[src/rtl/dual_set_switcher.sv]
module dual_set_switcher #(
  parameter int SWAP_CYCLES = 4,
  parameter int NTRIG = 4
) (
  input  logic             clk,
  input  logic             rst_n,
  input  logic [NTRIG-1:0] trig,
  input  logic [1:0]       proc_ready,
  input  logic             req_valid,
  input  logic             req_sync,
  input  logic [1:0]       ic_done,
  input  logic [1:0]       sc_done,
  input  logic [1:0]       dc_done,
  output logic             active_set,
  output logic             stall,
  output logic             cpu_idle,
  output logic [1:0]       set_req,
  output logic             mem_req,
  output logic [1:0]       ic_inval,
  output logic [1:0]       sc_flush,
  output logic [1:0]       dc_drain
);
  localparam int CW = (SWAP_CYCLES > 1) ? $clog2(SWAP_CYCLES) : 1;
  localparam logic [CW-1:0] LAST = CW'(SWAP_CYCLES - 1);

  typedef enum logic [1:0] {RUN, SWAP, WAIT} st_t;
  st_t st;
  logic [CW-1:0] cnt;
  logic [1:0][2:0] pend;
  logic [1:0] fl;
  logic other, other_ok, running;

  assign other    = ~active_set;
  assign other_ok = (pend[other] == 3'b000) && proc_ready[other];
  assign running  = (st == RUN);
  assign stall    = ~running;
  assign cpu_idle = (st == WAIT);
  assign mem_req  = running & req_valid & req_sync;
  assign set_req  = (running & req_valid & ~req_sync) ? (active_set ? 2'b10 : 2'b01) : 2'b00;
  assign ic_inval = fl;
  assign sc_flush = fl;
  assign dc_drain = fl;

  always_ff @(posedge clk) begin
    if (!rst_n) begin
      st <= RUN;
      cnt <= '0;
      active_set <= 1'b0;
      pend <= '0;
      fl <= '0;
    end else begin
      fl <= '0;
      pend[other] <= pend[other] & ~{dc_done[other], sc_done[other], ic_done[other]};
      case (st)
        RUN: if (|trig) begin
          cnt <= '0;
          st <= other_ok ? SWAP : WAIT;
        end
        WAIT: if (other_ok) begin
          cnt <= '0;
          st <= SWAP;
        end
        default: if (cnt == LAST) begin
          st <= RUN;
          active_set <= other;
          fl[active_set] <= 1'b1;
          pend[active_set] <= 3'b111;
        end else begin
          cnt <= cnt + 1'b1;
        end
      endcase
    end
  end

  // at most one destination per request
  a_r2_one_target: assert property (@(posedge clk) disable iff (!rst_n)
    $onehot0({set_req, mem_req}));
  // nothing is routed while stalled
  a_r2_stall_blocks: assert property (@(posedge clk) disable iff (!rst_n)
    stall |-> (set_req == 2'b00 && !mem_req));
  // a swap always lasts the full stall window
  a_r5_swap_len: assert property (@(posedge clk) disable iff (!rst_n)
    $fell(stall) |-> ($past(stall, 1) && $past(stall, 2) && $past(stall, 3) && $past(stall, 4)));
  // flush pulses go only to the set just left
  a_r6_flush_idle: assert property (@(posedge clk) disable iff (!rst_n)
    (ic_inval != 2'b00) |-> (ic_inval[active_set] == 1'b0 && $onehot(ic_inval)));
  // a change of active set comes with its flush pulse
  a_r6_pulse_on_change: assert property (@(posedge clk) disable iff (!rst_n)
    (active_set != $past(active_set)) |-> (sc_flush[$past(active_set)] && dc_drain[$past(active_set)]));
  // an event with no eligible partner leads to idling
  a_r8_idle: assert property (@(posedge clk) disable iff (!rst_n)
    (running && (|trig) && !other_ok) |=> cpu_idle);
endmodule

[config.mk]
export PLATFORM = sky130hd
export DESIGN_NAME = dual_set_switcher
export DESIGN_NICKNAME = d
export VERILOG_FILES = /design/src/rtl/dual_set_switcher.sv
export SDC_FILE = /design/constraint.sdc
export NUM_CORES = 1
export LEC_CHECK = 0
export BUFFER_PORTS_ARGS = -buffer_cell sky130_fd_sc_hd__buf_2
export CORE_MARGIN = 2
export CORE_UTILIZATION = 48
export CTS_CLUSTER_SIZE = 10
export DETAILED_ROUTE_END_ITERATION = 8
export PLACE_DENSITY_LB_ADDON = 0.25
export SETUP_SLACK_MARGIN = 0.15
export SYNTH_ARGS = -nofsm -noshare
export SYNTH_HDL_FRONTEND = slang
export SYNTH_SLANG_ARGS = --single-unit
[constraint.sdc]
create_clock -name clk -period 3.1 [get_ports clk]
set_input_delay 0.155 -clock clk [delete_from_list [all_inputs] [get_ports clk]]
set_output_delay 0.155 -clock clk [all_outputs]
set_load 0.01 [all_outputs]
# Word level (Yosys, flattened, before mapping)
# Index checks and enable logic that the tools add are counted.
# W data, S select, Z words.
# classes
eq_ne	5
reduce_logical	12
n_shift	0
magnitude_cmp	4
muxes	30
add_sub_neg	1
bitwise_logic	12
div_mod_pow	0
multipliers	0
# ops
operator	n
$mux W2	9
$mux W3	4
$mux W6	2
$mux W1	9
$pmux W2 S2	2
$reduce_or A4 Y1	2
$bwmux W6	1
$demux W3 S1	2
$not A1 Y1	6
$or A6 B6 Y6	1
$reduce_and A3 Y1	2
$eq A2 B2 Y1 const B	2
$lt A1 B2 Y1 const B	2
$ne A2 B1 Y1 const B	2
$and A1 B1 Y1	3
$and A3 B3 Y3	1
$logic_and A1 B1 Y1	3
$logic_not A3 Y1	1
$ne A3 B3 Y1 const B	1
$not A3 Y3	1
$reduce_bool A3 Y1	1
$add A2 B1 Y2 const B	1
$ge A1 B1 Y1 const B	2
$logic_not A2 Y1	1
other kinds (3)	3
# word_totals
reg_bits	13
latch_bits	0
romBits	0
ram_bits	0
memories	0
out_inout_bits	12
elab_cells	70
in_bits	16

# Longest topological paths before layout
# Gate-level depths: netlist of the first run.
# logic_depth
word_depth	9
depth_mapped	5
mapped_depth_nobuf	5

# Least setup slack after synthesis of the first run
# Ideal clock, no wire load.
# synth_timing
kind	reg-to-output
from	reg active_set
to	out set_req[1]
arrival_ns	1.024
path_slack_ns	1.921
stages_incl_launch_ff	3
required_ns	2.945
n_path_buf	1
cell_sequence	dfxtp_1 > clkbuf_1 > nor3b_1
# synth_between
elab_chain_len	2
# synth_lines
element	line	source
start, declared	14	output logic active_set,
start signal, assigned	65	active_set <= other;
$mux W2 (2 in a row)	39	assign set_req = (running & req_valid & ~req_sync) ? (active_set ? 2'b10 : 2'b01) : 2'b00;
end, declared	17	output logic [1:0] set_req,
# Every way passes these cells.

# Worst setup path in the final report of the first run
# layout_timing
from	reg st[0]
to	out set_req[0]
# layout_between
elab_chain_len	4
# layout_lines
element	line	source
start, declared	27	st_t st;
start signal, assigned	57	st <= other_ok ? SWAP : WAIT;
$logic_not A2 Y1	35	assign running = (st == RUN);
$and A1 B1 Y1 (2 in a row)	39	
$mux W2	39	
# Every way passes these cells.

==> flow_summary_export.csv, run 1 <==
group,metric,value,unit
die,floorplan.rows,13,
synth,synth_area,652,sq um
synth,synth_area_leaders,"dfxtp_1 40%, nor4b_2 6.9%, buf_4 5.8%, a21oi_1 5.4%, nand2b_1 3.8%",
placed_design,dp_hpwl,960,um
routing,number_of_drc_markers_after_the_initial_detailed_route_iteration,8,
final_layout,final_layout_size_suffix_gt1_frac,0.361,
synth,seq_area_frac_synth,0.399,
clock_tree,numCtsBuffers,3,
die,chipWidth,40.9,um
setup_path,critPathSlowestCell,"dfxtp_1",
routing,vias,584,
sta,hold_ws,0.126,ns
clock_tree,clk-insertion-delay-late,0.27,ns
power,worst_ir_drop_vdd,0.000278,V
global_routing,first_global_vias,474,
synth,yosys_most_used_dff,"dfxtp_1",
clock_tree,cts_hold_repair.buffers,0,
sta,layout_worst_path_cycle_share,0.468,
status,run_status,"completed",
synth,xor_xnor_fraction_of_synth_area,0.0269,
die,initial_standard_cell_utilization_of_the_core,0.507,
setup_path,critical_path_buf_inv_count,1,
global_routing,largest_net_degree_at_the_start_of_global_routing,14,
placed_design,port_buffer_count,27,
final_layout,post-route-util,0.611,
synth,share_of_the_synthesized_area_in_the_top_cell_type,0.399,
clock_tree,cts_root_buf,"clkbuf_4",
power,post-layout-total-power,0.320,mW
setup_path,crit_path_end_kind,"output pin",
sta,setup-violations-final,0,
sta,final.setup.tns,0,ns
die,num_io_pins,28,
synth,post_synth_and_or_nand_nor_area_fraction,0.296,
setup_path,max_stage_delay,0.41,ns
synth,synth_top_family_by_area,"simple AND/OR/NAND/NOR gates",
setup_path,required,2.94,ns
clock_tree,clockBufferDepth,2,
synth,synth.most_common_cell,"dfxtp_1",
synth,yosys.area_share.adder,0.0192,
synth,postSynthRegisterBits,13,
synth,synth_fp_nets,90,
hold_path,holdCritPathClass,"in2reg",
routing,drt_wl_total,1.24,mm
synth,ys_top_cells_by_count,"13 x dfxtp_1, 7 x a21oi_1, 6 x nand2_1",
sta,tightestPinTransition,0.370,ns
clock_tree,clock_tree_from_tritoncts,"built",
setup_path,critical_path.top_delay_family,"simple AND/OR/NAND/NOR gates",
synth,synth_async_sr_flop_share,0,
setup_path,worst_ep_arrival_time,1.30,ns
sta,slew_headroom,0.753,
setup_path,worst_setup_path_start_kind,"register",
global_routing,grt_first_pass_wirelength,1.89,mm
routing,route.detailed.drc,0,
run,max_cap_viol_count,0,
synth,number_of_flops_mapped_to_enable_cells_by_yosys,0,
sta,clock.fmax,689,MHz
synth,synthMuxAreaShare,0.0154,
final_layout,filler_instances,124,
global_routing,grt_usage,0.183,
final_layout,fin_nets,115,
clock_tree,postCtsSetupRepairBufs,0,
global_routing,number_of_antenna_violations_at_the_first_check_in_global_routing,0,
die,die_area,0.00167,sq mm
placed_design,globalplace.congestion,0.726,
setup_path,path_max_fanout,10,
sta,slew_violations,0,
synth,synth.lib_cells_used.distinct,29,
final_layout,n_antenna_cell,0,
power,cellPowerDensity,407,mW/mm^2
synth,yosys_warnings,0,
routing,detail_route.vias_per_cell,5.21,
sta,final_period_minus_worst_setup_slack,1.45,ns
setup_path,worstPathCellList,"nor2_2, nand2_1, nor3_1, buf_2",
routing,detail-route-antenna-nets,0,
synth,synth_compound_area_frac,0.155,
die,chipHeight,40.9,um
synth,syn_area_per_cell,8.93,sq um
setup_path,worst-setup-path-type,"reg2out",
clock_tree,clk_pin_slew,0.07,ns
final_layout,areaGrowthSynthToFinish,20.5,%
routing,detailedRoute.firstPassIterationCount,4,
clock_tree,cts.sinks,13,
clock_tree,htree_num_levels,1,
sta,rsz0062_at_grt,"false",
synth,synthDominantAreaCellType,"dfxtp_1",
sta,finalClockSkew,0.00144,ns
power,power.leakage,0.355,nW
clock_tree,post_cts.resized_instances,0,
synth,number_of_standard_cells_after_synthesis,73,
global_routing,grt_remaining_overflow,0,
die,core_area,0.00128,sq mm
sta,finalHoldViolCount,0,
routing,avgRoutedWirePerCell,11.0,um
-- cell families after synthesis --
family | after synthesis
buffers and inverters | 10
AND/OR/NAND/NOR | 29
XOR/XNOR | 2
flip-flops | 13
AO/OA/AOI/OAI | 17
multiplexers | 1
adder cells (fa/ha/maj) | 1
-- metal layers --
layer	global-route usage	wire [um]
met3	0.0815	79
met2	0.305	624
met5	0	0
met4	0.100	21
met1	0.190	511
-- worst register-to-register path, delay by kind of cell, from the launching register on --
family          cells  cell delay, ns
simple gates        1            0.13
flops               1            0.55
mux                 1            0.36
compound gates      1            0.29
-- layout make-up --
| cell class | count | area, sq um | area share |
|---|---|---|---|
| inverter | 3 | 11.3 | 0.0143 |
| clock buffer | 4 | 26.3 | 0.0334 |
| tap | 15 | 18.8 | 0.0239 |
| sequential | 13 | 260 | 0.331 |
| timing repair buffer | 27 | 135 | 0.172 |
| multi-input combinational | 50 | 334 | 0.425 |
-- where the power goes --
group | internal (mW) | total, mW | leakage [nW] | switching, mW
Sequential | 0.171 | 0.177 | 0.105 | 0.00636
Clock | 0.0499 | 0.102 | 0.0150 | 0.0522
Combinational | 0.0210 | 0.0405 | 0.234 | 0.0195
Total | 0.242 | 0.320 | 0.355 | 0.0781
-- placed cells by master (no fill, tap or decap), types with 2 or more instances in the layout --
cell type,n
a21oi_1,7
and3_1,3
buf_2,27
clkbuf_4,3
dfxtp_1,13
inv_1,3
nand2_1,6
nand2b_1,4
nor2_1,3
nor4b_2,3
o21ai_1,3
o21bai_1,3
or2b_1,2
xnor2_1,2
-- per-stage QoR --
step                      cell area (sq um)  instances  setup slack [ns]
after floorplan                         652         73              1.92
after global placement                  759        108              1.83
after detailed placement                759        108              1.73
after CTS                               786        112              1.63
after global routing                    786        112              1.48
final                                   786        112              1.65
-- state kept, by name, indices dropped and copies added, names as in the netlist --
| register | flops |
|---|---|
| cnt | 2 |
| dc_drain | 2 |
| pend | 6 |
| active_set | 1 |
| st | 2 |
-- path summary, 6_finish.rpt --
path,slack (ns),depth (start not counted),startpoint,endpoint
setup / recovery,1.65,4,st[0]$_SDFFE_PN0P_,set_req[0]
hold / removal,0.13,3,sc_done[0],pend[1]$_SDFF_PN0_
setup reg to reg,1.68,3,active_set$_SDFFE_PN0P_,cnt[0]$_SDFFE_PN0P_
hold reg to reg,0.48,2,st[1]$_SDFFE_PN0P_,st[1]$_SDFFE_PN0P_
Note: power is estimated with default switching activity, not from simulation.
==> inputs of run 2 (changes only) <==
--- a/config.mk
+++ b/config.mk
@@ -5,9 +5,10 @@
 export SDC_FILE = /design/constraint.sdc
 export NUM_CORES = 1
 export LEC_CHECK = 0
+export ABC_AREA = 1
 export BUFFER_PORTS_ARGS = -buffer_cell sky130_fd_sc_hd__buf_2
 export CORE_MARGIN = 2
-export CORE_UTILIZATION = 48
+export CORE_UTILIZATION = 40
 export CTS_CLUSTER_SIZE = 10
 export DETAILED_ROUTE_END_ITERATION = 8
 export PLACE_DENSITY_LB_ADDON = 0.25
==> constraint.sdc (replaced) <==
create_clock -name clk -period 1.2 [get_ports clk]
set_input_delay 0.06 -clock clk [delete_from_list [all_inputs] [get_ports clk]]
set_output_delay 0.06 -clock clk [all_outputs]
set_load 0.01 [all_outputs]
==> flow_summary_export.csv, run 2 <==
group,metric,value,unit
die,core_area,0.00151,sq mm
setup_path,critical_path.reg2reg.endpoint,"st[1]$_SDFFE_PN0P_",
sta,tightestPinTransition,0.216,ns
synth,postSynthRegisterBits,13,
routing,detail-route-antenna-nets,0,
clock_tree,clockBufferDepth,2,
power,power.switching_fraction,0.275,
status,run_status,"completed",
synth,share_of_the_synthesized_area_in_the_top_cell_type,0.402,
global_routing,first_global_vias,539,
placed_design,dp_hpwl,1.02,mm
power,share_comb_of_total_power,0.202,
routing,number_of_drc_markers_after_the_initial_detailed_route_iteration,9,
global_routing,grt_remaining_overflow,0,
global_routing,number_of_antenna_violations_at_the_first_check_in_global_routing,0,
routing,avgRoutedWirePerCell,10.7,um
die,initial_standard_cell_utilization_of_the_core,0.430,
synth,synthDominantAreaCellType,"dfxtp_1",
setup_path,worstRegToRegCells,6,
hold_path,hp-start,"rst_n",
power,cellPowerDensity,994,mW/mm^2
global_routing,grt_usage,0.151,
setup_path,worstPathCellList,"nor2_4, buf_4, inv_1, buf_2",
final_layout,mostFrequentLayoutCell,"buf_2",
synth,synth.lib_cells_used.distinct,23,
die,chipHeight,44.3,um
routing,detailedRoute.firstPassIterationCount,3,
setup_path,critPathSlowestCell,"dfxtp_2",
synth,number_of_flops_mapped_to_enable_cells_by_yosys,0,
die,num_io_pins,28,
placed_design,port_buffer_count,27,
power,p_switching,0.251,mW
setup_path,critical_path_buf_inv_count,3,
sta,layout_worst_path_cycle_share,0.924,
routing,route.detailed.drc,0,
setup_path,ff2ff_setup_slack,0.16,ns
placed_design,globalplace.congestion,0.696,
synth,seq_area_frac_synth,0.402,
setup_path,required,1.14,ns
power,clkPwrFrac,0.290,
final_layout,areaGrowthSynthToFinish,41.7,%
synth,synth_async_sr_flop_share,0,
power,post-layout-total-power,0.913,mW
synth,yosys_warnings,0,
sta,finalHoldViolCount,0,
final_layout,multi_input_comb_area,367,sq um
hold_path,hold_path_depth,3,
power,share_seq_of_total_power,0.507,
setup_path,crit_path_end_kind,"output pin",
setup_path,critical_path.top_delay_family,"flip-flops",
final_layout,fin_nets,130,
final_layout,post-route-util,0.610,
sta,finalClockSkew,0.000747,ns
clock_tree,htree_num_levels,1,
setup_path,worst_ep_arrival_time,1.05,ns
routing,detail_route.vias_per_cell,4.91,
routing,drt_wl_total,1.37,mm
synth,syn_area_per_cell,8.10,sq um
synth,synth_fp_nets,97,
hold_path,timing.hold.worst_endpoint,"cnt[0]$_SDFFE_PN0P_",
clock_tree,clk-insertion-delay-late,0.27,ns
die,chipWidth,44.3,um
sta,rsz0062_at_grt,"true",
final_layout,largest_register_ff_count,6,
sta,slew_violations,0,
power,power.leakage,0.466,nW
setup_path,worst-setup-path-type,"reg2out",
final_layout,filler_instances,147,
final_layout,final_layout_size_suffix_gt1_frac,0.554,
clock_tree,clock_tree_from_tritoncts,"built",
sta,clock.fmax,902,MHz
run,max_cap_viol_count,0,
final_layout,n_antenna_cell,0,
final_layout,layout_common_cells,"27 x buf_2, 11 x nand2_1, 9 x nor2_1",
setup_path,path_max_fanout,3,
sta,slew_headroom,0.855,
synth,ys_top_cells_by_count,"13 x dfxtp_1, 12 x nor2_1, 11 x nand2_1",
setup_path,max_stage_delay,0.34,ns
final_layout,sequential_cell_area,274,sq um
clock_tree,cts_root_buf,"clkbuf_4",
clock_tree,clk_pin_slew,0.07,ns
global_routing,largest_net_degree_at_the_start_of_global_routing,9,
die,floorplan.rows,14,
final_layout,regMostFlops,"pend",
setup_path,worst_setup_path_start_kind,"register",
sta,final_period_minus_worst_setup_slack,1.11,ns
synth,synth.most_common_cell,"dfxtp_1",
hold_path,holdCritPathClass,"in2reg",
sta,setup-violations-final,0,
synth,number_of_standard_cells_after_synthesis,80,
routing,vias,628,
synth,yosys_most_used_dff,"dfxtp_1",
power,worst_ir_drop_vdd,0.000614,V
setup_path,regToRegStartpoint,"st[1]$_SDFFE_PN0P_",
synth,synth_area,648,sq um
setup_path,cp_num_cells,4,
global_routing,grt_first_pass_wirelength,2.15,mm
sta,final.setup.tns,0,ns
power,p_int,0.662,mW
clock_tree,numCtsBuffers,3,
synth,synth_area_leaders,"dfxtp_1 40%, nor2_1 6.9%, nand2_1 6.4%, nand3_1 4.6%, buf_4 4.6%",
die,die_area,0.00196,sq mm
clock_tree,cts.sinks,13,
## run 2: cell count changes after synthesis, moves of 4 or more
cell      change
nand2b_1      -4
nand3_1       +6
nor2_1        +9
nand2_1       +5
## run 2: repair_timing
item / 4_1_cts / 5_1_grt
endpoints found under the setup margin: 16 / 16
hold buffers: 3 / 0
buffers inserted: 2 / 1
hold endpoints to repair: 3 / 0
pin swaps: 2 / 6
resized for setup: 10 / 10
## run 2: cell families after synthesis
kind of cell             synth area share
AO/OA/AOI/OAI                       0.131
adder cells (fa/ha/maj)            0.0193
buffers and inverters               0.127
flip-flops                          0.402
AND/OR/NAND/NOR                     0.320
## run 2: worst max-delay path by stage
stage                                     to  slack [ns]                     from
after floorplan           st[1]$_SDFFE_PN0P_        0.16  active_set$_SDFFE_PN0P_
after global placement    pend[2]$_SDFF_PN0_        0.12      cnt[0]$_SDFFE_PN0P_
after detailed placement  pend[2]$_SDFF_PN0_        0.07      cnt[0]$_SDFFE_PN0P_
after CTS                         set_req[0]        0.07       st[0]$_SDFFE_PN0P_
after global routing              set_req[1]        0.03       st[1]$_SDFFE_PN0P_
final                                  stall        0.09       st[1]$_SDFFE_PN0P_
## run 2: power groups by stage
stage	clock network [mW]	registers, mW	logic (mW)
6_report	0.265	0.463	0.185
5_1_grt	0.296	0.466	0.206
4_1_cts	0.271	0.466	0.175
3_5_place_dp	0	0.470	0.139
3_3_place_gp	0	0.469	0.137
2_1_floorplan	0	0.467	0.0900
## run 2: area by class of cell
| cell class | instances | share of cell area |
|---|---|---|
| repair buffers | 34 | 0.213 |
| clock buffers | 4 | 0.0286 |
| well taps | 16 | 0.0218 |
| flip-flops and latches | 13 | 0.298 |
| multi-input cells | 52 | 0.399 |
| inverters | 9 | 0.0395 |
## run 2: metrics by stage
step | instances | setup slack (ns) | hold slack, ns | instance area [sq um]
2_1_floorplan | 80 | 0.158 | 0.154 | 649
3_3_place_gp | 118 | 0.120 | 0.241 | 766
3_5_place_dp | 118 | 0.0691 | 0.246 | 766
4_1_cts | 127 | 0.0704 | 0.0645 | 876
5_1_grt | 128 | 0.0294 | 0.0825 | 918
6_report | 128 | 0.0909 | 0.0750 | 918
## run 2: routing by layer
| metal | part of all wire | wire (um) | global-route usage |
|---|---|---|---|
| met1 | 0.42 | 569 | 0.174 |
| met2 | 0.52 | 710 | 0.247 |
| met3 | 0.048 | 66 | 0.0367 |
| met4 | 0.017 | 23 | 0.0970 |
| met5 | 0 | 0 | 0 |
## run 2: worst register-to-register path: cells and delay by family, from the launching register on
family | cells | cell delay, ns
DFF | 1 | 0.34
buffers and inverters | 1 | 0.14
and+or+nand+nor | 4 | 0.37
AOI/OAI and AO/OA | 1 | 0.11
